===== src/rtl/irqs_pkg.sv =====
package irqs_pkg;
  localparam int NUM_SRC  = 12;
  localparam int NUM_EDGE = 10;

  localparam int BIT_RX_FULL   = 2;
  localparam int BIT_TX_EMPTY  = 4;
  localparam int EDGE_TX_ABORT = 4;   // edge index of tx_abrt (raw bit 6)

  localparam int OFF_MSTAT    = 'h2C;
  localparam int OFF_MASK     = 'h30;
  localparam int OFF_RAW      = 'h34;
  localparam int OFF_CLR_ALL  = 'h40;
  localparam int OFF_CLR_BASE = 'h44;
  localparam int OFF_CAUSE    = 'h80;

  // raw bits that are sticky edge flags (bits 2 and 4 are levels)
  localparam logic [NUM_SRC-1:0] EDGE_MASK = 12'hFEB;

  // edge index -> raw status bit position
  function automatic int edge_bit(input int k);
    if (k < 2)       return k;
    else if (k == 2) return 3;
    else             return k + 2;
  endfunction

  // edge index -> individual clear address
  function automatic int clr_off(input int k);
    return OFF_CLR_BASE + 4 * k;
  endfunction
endpackage


===== src/rtl/irqs_addr_decode.sv =====
module irqs_addr_decode
  import irqs_pkg::*;
#(
  parameter int ADDR_W = 8
) (
  input  logic              rd_i,
  input  logic              wr_i,
  input  logic [ADDR_W-1:0] addr_i,
  output logic [NUM_EDGE-1:0] ind_hit_o,   // individual clear read hit
  output logic [NUM_EDGE-1:0] clr_edge_o,  // effective clear per edge flag
  output logic              clr_all_o,
  output logic              sel_mstat_o,
  output logic              sel_mask_o,
  output logic              sel_raw_o,
  output logic              sel_cause_o,
  output logic              wr_mask_o,
  output logic              clr_cause_o
);
  assign clr_all_o   = rd_i && (addr_i == ADDR_W'(OFF_CLR_ALL));
  assign sel_mstat_o = rd_i && (addr_i == ADDR_W'(OFF_MSTAT));
  assign sel_mask_o  = rd_i && (addr_i == ADDR_W'(OFF_MASK));
  assign sel_raw_o   = rd_i && (addr_i == ADDR_W'(OFF_RAW));
  assign sel_cause_o = rd_i && (addr_i == ADDR_W'(OFF_CAUSE));
  assign wr_mask_o   = wr_i && (addr_i == ADDR_W'(OFF_MASK));

  for (genvar k = 0; k < NUM_EDGE; k++) begin : g_clr
    assign ind_hit_o[k]  = rd_i && (addr_i == ADDR_W'(clr_off(k)));
    assign clr_edge_o[k] = ind_hit_o[k] || clr_all_o;
  end

  assign clr_cause_o = clr_edge_o[EDGE_TX_ABORT];
endmodule


===== src/rtl/irqs_flag_bank.sv =====
module irqs_flag_bank
  import irqs_pkg::*;
(
  input  logic                clk,
  input  logic                rst,
  input  logic [NUM_EDGE-1:0] evt_i,
  input  logic [NUM_EDGE-1:0] clr_i,
  input  logic                rx_lvl_i,
  input  logic                tx_lvl_i,
  output logic [NUM_SRC-1:0]  raw_o
);
  logic [NUM_EDGE-1:0] flag_q;
  logic                rx_lvl_q, tx_lvl_q;

  for (genvar k = 0; k < NUM_EDGE; k++) begin : g_flag
    always_ff @(posedge clk) begin
      if (rst) flag_q[k] <= 1'b0;
      else     flag_q[k] <= (flag_q[k] & ~clr_i[k]) | evt_i[k];  // set wins
    end
  end

  always_ff @(posedge clk) begin
    if (rst) begin
      rx_lvl_q <= 1'b0;
      tx_lvl_q <= 1'b0;
    end else begin
      rx_lvl_q <= rx_lvl_i;
      tx_lvl_q <= tx_lvl_i;
    end
  end

  always_comb begin
    raw_o = '0;
    for (int k = 0; k < NUM_EDGE; k++) raw_o[edge_bit(k)] = flag_q[k];
    raw_o[BIT_RX_FULL]  = rx_lvl_q;
    raw_o[BIT_TX_EMPTY] = tx_lvl_q;
  end
endmodule


===== src/rtl/irqs_cause_reg.sv =====
module irqs_cause_reg #(
  parameter int CAUSE_W = 16
) (
  input  logic               clk,
  input  logic               rst,
  input  logic               load_i,
  input  logic               clear_i,
  input  logic [CAUSE_W-1:0] cause_i,
  output logic [CAUSE_W-1:0] cause_o
);
  always_ff @(posedge clk) begin
    if (rst) cause_o <= '0;
    else     cause_o <= (clear_i ? '0 : cause_o) | (load_i ? cause_i : '0);
  end
endmodule


===== src/rtl/irq_status_ctrl.sv =====
module irq_status_ctrl
  import irqs_pkg::*;
#(
  parameter int ADDR_W  = 8,
  parameter int DATA_W  = 32,
  parameter int CAUSE_W = 16
) (
  input  logic                clk,
  input  logic                rst,
  input  logic                reg_rd_i,
  input  logic                reg_wr_i,
  input  logic [ADDR_W-1:0]   reg_addr_i,
  input  logic [DATA_W-1:0]   reg_wdata_i,
  output logic [DATA_W-1:0]   reg_rdata_o,
  input  logic [NUM_EDGE-1:0] src_evt_i,
  input  logic                rx_lvl_i,
  input  logic                tx_lvl_i,
  input  logic [CAUSE_W-1:0]  abort_cause_i,
  output logic                irq_o
);
  logic [NUM_EDGE-1:0] ind_hit, clr_edge;
  logic clr_all, sel_mstat, sel_mask, sel_raw, sel_cause, wr_mask, clr_cause;
  logic [NUM_SRC-1:0]  raw_q, mask_q;
  logic [CAUSE_W-1:0]  cause_q;
  logic [DATA_W-1:0]   rd_next;
  logic                wdata_unused;

  assign wdata_unused = ^reg_wdata_i[DATA_W-1:NUM_SRC];

  irqs_addr_decode #(.ADDR_W(ADDR_W)) dec_i (
    .rd_i(reg_rd_i), .wr_i(reg_wr_i), .addr_i(reg_addr_i),
    .ind_hit_o(ind_hit), .clr_edge_o(clr_edge), .clr_all_o(clr_all),
    .sel_mstat_o(sel_mstat), .sel_mask_o(sel_mask), .sel_raw_o(sel_raw),
    .sel_cause_o(sel_cause), .wr_mask_o(wr_mask), .clr_cause_o(clr_cause)
  );

  irqs_flag_bank bank_i (
    .clk(clk), .rst(rst), .evt_i(src_evt_i), .clr_i(clr_edge),
    .rx_lvl_i(rx_lvl_i), .tx_lvl_i(tx_lvl_i), .raw_o(raw_q)
  );

  irqs_cause_reg #(.CAUSE_W(CAUSE_W)) cause_i (
    .clk(clk), .rst(rst), .load_i(src_evt_i[EDGE_TX_ABORT]),
    .clear_i(clr_cause), .cause_i(abort_cause_i), .cause_o(cause_q)
  );

  always_ff @(posedge clk) begin
    if (rst)          mask_q <= '0;
    else if (wr_mask) mask_q <= reg_wdata_i[NUM_SRC-1:0];
  end

  always_comb begin
    rd_next = '0;
    if (sel_mstat) rd_next = DATA_W'(raw_q & mask_q);
    if (sel_mask)  rd_next = DATA_W'(mask_q);
    if (sel_raw)   rd_next = DATA_W'(raw_q);
    if (sel_cause) rd_next = DATA_W'(cause_q);
    if (clr_all)   rd_next = DATA_W'(|(raw_q & EDGE_MASK));
    for (int k = 0; k < NUM_EDGE; k++)
      if (ind_hit[k]) rd_next = DATA_W'(raw_q[edge_bit(k)]);
  end

  always_ff @(posedge clk) begin
    if (rst) begin
      reg_rdata_o <= '0;
      irq_o       <= 1'b0;
    end else begin
      reg_rdata_o <= rd_next;
      irq_o       <= |(raw_q & mask_q);
    end
  end
endmodule


===== config.mk =====
export PLATFORM = sky130hd
export DESIGN_NAME = irq_status_ctrl
export DESIGN_NICKNAME = d
export VERILOG_FILES = /design/src/rtl/irqs_pkg.sv /design/src/rtl/irqs_addr_decode.sv /design/src/rtl/irqs_flag_bank.sv /design/src/rtl/irqs_cause_reg.sv /design/src/rtl/irq_status_ctrl.sv
export SDC_FILE = /design/constraint.sdc
export NUM_CORES = 1
export LEC_CHECK = 0
export BUFFER_PORTS_ARGS = -buffer_cell sky130_fd_sc_hd__buf_2
export CORE_MARGIN = 3
export CORE_UTILIZATION = 39
export CTS_CLUSTER_DIAMETER = 100
export DETAILED_ROUTE_END_ITERATION = 12
export MAX_ROUTING_LAYER = met4
export PLACE_DENSITY = 0.7
export SETUP_SLACK_MARGIN = 0.1
export SYNTH_ARGS = -nofsm -noshare
export SYNTH_HDL_FRONTEND = slang
export SYNTH_SLANG_ARGS = --single-unit

===== constraint.sdc =====
create_clock -name clk -period 4.4 [get_ports clk]
set_input_delay 0.66 -clock clk [delete_from_list [all_inputs] [get_ports clk]]
set_output_delay 0.66 -clock clk [all_outputs]
set_load 0.1 [all_outputs]

Yosys cells after proc, flatten, opt, wreduce, memory -nomap -nowiden:

Index checks and enable logic that the tools add are counted.

* register bits: 73
* bits in latches: 0
* memory bits (writable): 0
* bits in read-only memories: 0
* input bits: 72
* output and inout bits: 33
* word-level logic and storage cells: 164
* memories kept: 0

* add/subtract/negate cells: 0
* multipliers: 0
* divide/modulo/power cells: 0
* magnitude comparators: 10
* equal/unequal tests: 15
* shift-type cells: 0
* muxes and demuxes: 57
* bitwise logic cells: 34
* reduce and logical (&&, ||, !) cells: 30

Operator list (count)
* less-than comparator 32 x 6 -> 1 bit (second input constant): 10
* 2-to-1 mux 32 bit: 10
* equality test 8 x 7 -> 1 bit (second input constant): 11
* 2-to-1 mux 16 bit: 5
* binary-select mux 1 bit (select 4 bit): 10
* 2-to-1 mux 1 bit: 31
* bitwise AND 12 bit: 2
* equality test 8 x 6 -> 1 bit (second input constant): 3
* OR reduction 12 bit: 2
* logical AND 1 bit: 16
* bitwise OR 16 bit: 1
* OR reduction 16 bit: 1
* 2-to-1 mux 12 bit: 1
* inverter 1 bit: 11
* bitwise AND 1 bit: 10
* logical OR 1 bit: 10
* bitwise OR 1 bit: 10
* OR reduction 10 bit: 1
* equality test 8 bit (second input constant): 1

Longest topological paths before layout:

* depth after elaboration: 17
* depth in mapped cells: 8
* gate-level depth less buffers: 6

Modules after synthesis:

A second synthesis with hierarchy kept.

* cells, all modules: 355
* area total of the unflattened synthesis: 3059.2 um2

Modules (own cells, without submodules)
* irq_status_ctrl: instances 1, cells each 183, area each 1562.7 um2, sequential area each 580.6 um2
* irqs_cause_reg: instances 1, cells each 69, area each 611.8 um2, sequential area each 320.3 um2
* irqs_flag_bank: instances 1, cells each 47, area each 471.7 um2, sequential area each 240.2 um2
* irqs_addr_decode: instances 1, cells each 56, area each 412.9 um2, sequential area each 0.0 um2

Worst setup path before layout:

No wires, ideal clock.

* kind: input-to-reg
* start: input port reg_addr_i[7]
* end: register reg_rdata_o[10]
* setup time: 0.123 ns
* arrival time: 1.775 ns
* required time: 4.277 ns
* path slack: 2.501 ns
* stages: 7
* buffers on the path: 1
* path through: nand2b_1 or3_4 o221ai_2 a21o_1 or2_4 buf_8 nor2_2

* longest elaborated chain between the ends: 6
* elaborated cells between the ends (all ways): 35
* classes of those cells: 15 x eq/ne; 4 x mux; 16 x reduce/logical

RTL lines
* start: declaration: line irq_status_ctrl.sv:12 `input logic [ADDR_W-1:0] reg_addr_i,`
* equality test 8 x 6 -> 1 bit: line irqs_addr_decode.sv:20 `assign sel_mstat_o = rd_i && (addr_i == ADDR_W'(OFF_MSTAT));`
* logical AND 1 bit: line irqs_addr_decode.sv:20
* 2-to-1 mux 12 bit: line irq_status_ctrl.sv:54 `if (sel_mstat) rd_next = DATA_W'(raw_q & mask_q);`
* 2-to-1 mux 16 bit: line irq_status_ctrl.sv:55 `if (sel_mask) rd_next = DATA_W'(mask_q);`
* 2-to-1 mux 16 bit: line irq_status_ctrl.sv:56 `if (sel_raw) rd_next = DATA_W'(raw_q);`
* 2-to-1 mux 16 bit: line irq_status_ctrl.sv:57 `if (sel_cause) rd_next = DATA_W'(cause_q);`
* end signal: assignment: line irq_status_ctrl.sv:68 `reg_rdata_o <= rd_next;`
* end: declaration: line irq_status_ctrl.sv:14 `output logic [DATA_W-1:0] reg_rdata_o,`

Parallel ways exist; a longest one is shown, timed or not.
A chain may end at the register's enable or synchronous reset.

Final worst setup path:

* start: input port reg_addr_i[5]
* end: register cause_i.cause_o[9]

* longest elaborated chain between the ends: 5
* elaborated cells between the ends (all ways): 7
* classes of those cells: 2 x eq/ne; 1 x mux; 1 x bitwise; 3 x reduce/logical

RTL lines
* equality test 8 x 7 -> 1 bit (on tied branches): line irqs_addr_decode.sv:27, irqs_addr_decode.sv:19
* logical AND 1 bit (on tied branches): line irqs_addr_decode.sv:27, irqs_addr_decode.sv:19
* logical OR 1 bit (*): line irqs_addr_decode.sv:28 `assign clr_edge_o[k] = ind_hit_o[k] || clr_all_o;`
* 2-to-1 mux 16 bit (*): line irqs_cause_reg.sv:13 `else cause_o <= (clear_i ? '0 : cause_o) | (load_i ? cause_i : '0);`
* bitwise OR 16 bit (*): line irqs_cause_reg.sv:13
* end signal: assignment: line irqs_cause_reg.sv:13
* end: declaration: line irqs_cause_reg.sv:9 `output logic [CAUSE_W-1:0] cause_o`

Every way passes the cells marked *; elsewhere a longest branch is shown, timed or not.

==> flow_metrics.env <==
export IMPL_status="completed"
export IMPL_critPathLaunchType="input port"
export IMPL_r2r_slack_ns=3.04
export IMPL_ys_warn_count=0
export IMPL_worst_ep_arrival_time_ns=2.80
export IMPL_syn_to_final_growth_pct=16.6
export IMPL_min_path_type="reg2reg"
export IMPL_synth_edf_count=0
export IMPL_fin_worst_skew_ns=0.00722
export IMPL_r2r_start="bank_i.raw_o[7]"
export IMPL_vias_per_cell=5.30
export IMPL_vias=2453
export IMPL_synth_cell_types=53
export IMPL_fmax_mhz=383
export IMPL_synthesis_area_mm2=0.00276
export IMPL_finalHoldViolations=0
export IMPL_fill_cells=690
export IMPL_critPathKind="in2reg"
export IMPL_worstPathCellList="buf_2 > nor4bb_1 > nand3_2 > a22oi_1 > nor2_1"
export IMPL_fin_util_pct=47.2
export IMPL_ys_seq_elements=57
export IMPL_wl_per_cell_um=15.1
export IMPL_fin_setup_tns_ns=0
export IMPL_holdBufCountCts=0
export IMPL_cts_buffers_inserted=9
export IMPL_powerDensity_mw_per_mm2=363
export IMPL_setup_worst_path_end_class="flop"
export IMPL_fin_crit_sh_pct=59.3
export IMPL_ys_async_sr_fraction_pct=0
export IMPL_gp_congestion=0.887
export IMPL_synthCells=307
export IMPL_power_mw=1.17
export IMPL_design_area_mm2=0.00322
export IMPL_fin_nets=436
export IMPL_die_w_um=90.2
export IMPL_placed_area_mm2=0.00304
export IMPL_antenna_cells=0
export IMPL_row_count=30
export IMPL_dieArea_mm2=0.00813
export IMPL_wl_um=7000
export IMPL_numClockSinks=57
export IMPL_core_mm2=0.00683
export IMPL_relSlewSlack_pct=17.3
export IMPL_cts_root_buffer="clkbuf_8"
export IMPL_multi_input_area_mm2=0.00143
export IMPL_clock_latency_ns=0.33
export IMPL_crit_path_top_delay_cell="nor4bb_1"
export IMPL_drt_iter0_markers=360
export IMPL_worstHoldStart="cause_i.cause_o[15]"
export IMPL_slowest_delay_ns=1.02
export IMPL_hpwl_um=5040
export IMPL_clk_pin_slew_worst_paths_ns=0.06
export IMPL_layout_commonest_cell="buf_2"
export IMPL_gr_usage_all_layers_pct=17.7
export IMPL_register_area_mm2=0.00114
export IMPL_grt_pass1_vias=2149
export IMPL_grt_overflow=0
export IMPL_final_cell_mix="68 x buf_2, 57 x dfxtp_1, 48 x nor2_1, 16 x a22oi_1, 16 x conb_1"
export IMPL_synth_ff_type="dfxtp_1"
export IMPL_tightest_slew_ns=1.22
export IMPL_period_minus_slack_ns=2.61
export IMPL_grt_pass1_wl_um=11200
export IMPL_die_y_um=90.2
export IMPL_htreeDepth=3
export IMPL_route_detailed_drc=0
export IMPL_drive_gt1_share_pct=28.3
export IMPL_power_leakage_nw=1.39
export IMPL_antenna_found_initial=0
export IMPL_maxSlewViolCount=0
export IMPL_cp_data_required_time_ns=4.59
export IMPL_crit_start="reg_addr_i[5]"
export IMPL_ys_seq_area_share_pct=41.3
export IMPL_cts_resized=0
export IMPL_post_cts_buffers=0
export IMPL_boundaryPins=105
export IMPL_cts_tree="done"
export IMPL_whs_ns=0.458
export IMPL_start_util_pct=40.4
export IMPL_numPortBuffers=68
export IMPL_drv_cap=0
export IMPL_cts_path_max_buffers=2
export IMPL_setup_viol=0
export IMPL_syn_avg_cell_area_um2=9.00
export IMPL_antenna_left=0
export IMPL_grt_max_degree=44
export IMPL_worst_path_max_fanout=17
export IMPL_peakVddDrop_uv=143
export IMPL_first_pass_iters=6
export IMPL_rsz0062_at_grt="no"
state kept, by name (all words and copies together) (netlist names):
| name | flops |
|---|---|
| mask_q | 12 |
| reg_rdata_o | 16 |
| irq_o | 1 |
| bank_i.rx_lvl_q | 1 |
| cause_i.cause_o | 16 |
| bank_i.tx_lvl_q | 1 |
| bank_i.raw_o | 10 |
per-layer routing:
metal | up-vias | routed length [um] | track usage (%)
met5 | - | 0 | -
met4 | 0 | 121 | 7.78
met3 | 12 | 517 | 3.85
met2 | 129 | 3100 | 25.1
met1 | 1116 | 3260 | 24.2
li1 | 1196 | - | -
path summary, 6_finish.rpt:
| path | to | cells after the start |
|---|---|---|
| worst max-delay path | cause_i.cause_o[9] | 5 |
| worst min register to register | reg_rdata_o[15] | 1 |
| worst max register to register | reg_rdata_o[0] | 6 |
| worst min-delay path | reg_rdata_o[15] | 1 |
critical path: cells and delay by family:
| family | cells | cell delay, ns |
|---|---|---|
| buffers and inverters | 1 | 0.14 |
| AO/OA/AOI/OAI | 1 | 0.34 |
| AND/OR/NAND/NOR | 3 | 1.66 |
report_power, final:
part / internal, mW / switching [mW]
Sequential: 0.534 / 0.0197
Clock: 0.270 / 0.192
Combinational: 0.0424 / 0.113
Total: 0.846 / 0.324
stage by stage:
stage,setup slack (ns),instances
floorplan,2.50,322
global placement,1.54,449
detailed placement,1.59,449
CTS,1.88,463
global route,1.52,463
finish,1.79,463
cell type report:
cell class,count,share of cell area (%)
Clock buffer,11,4.39
Clock inverter,3,1.32
Inverter,3,0.350
Multi-Input combinational cell,225,44.2
Sequential cell,57,35.4
Tap cell,96,3.73
Timing Repair Buffer,68,10.6
logic make-up after synthesis:
group	count (synthesis)	share of synthesized area, %
and+or+nand+nor	115	22.2
muxes	15	5.48
DFF	57	41.3
AOI/OAI and AO/OA	77	21.1
buffers and inverters	40	9.15
other	1	0.136
xor gates and xnor gates	2	0.634
synth_stat cells, types with 3 or more instances:
cell / count / area, um^2
dfxtp_1: 57 / 1140
nor2_1: 48 / 180
a22oi_1: 16 / 120
buf_4: 16 / 120
mux2i_1: 14 / 140
a21o_1: 12 / 90.1
a21oi_1: 12 / 60.1
nand2_1: 12 / 45.0
nor2_2: 12 / 75.1
a222oi_1: 11 / 110
clkbuf_1: 9 / 33.8
buf_2: 7 / 35.0
nand3_1: 5 / 25.0
nor3_1: 5 / 25.0
o21ai_0: 5 / 25.0
and2_1: 4 / 25.0
nand2b_1: 4 / 25.0
nand4_1: 4 / 25.0
nor2b_1: 4 / 25.0
a221oi_1: 3 / 26.3
a22o_1: 3 / 26.3
buf_6: 3 / 33.8
inv_1: 3 / 11.3
Power figures use the tool's default switching activity.
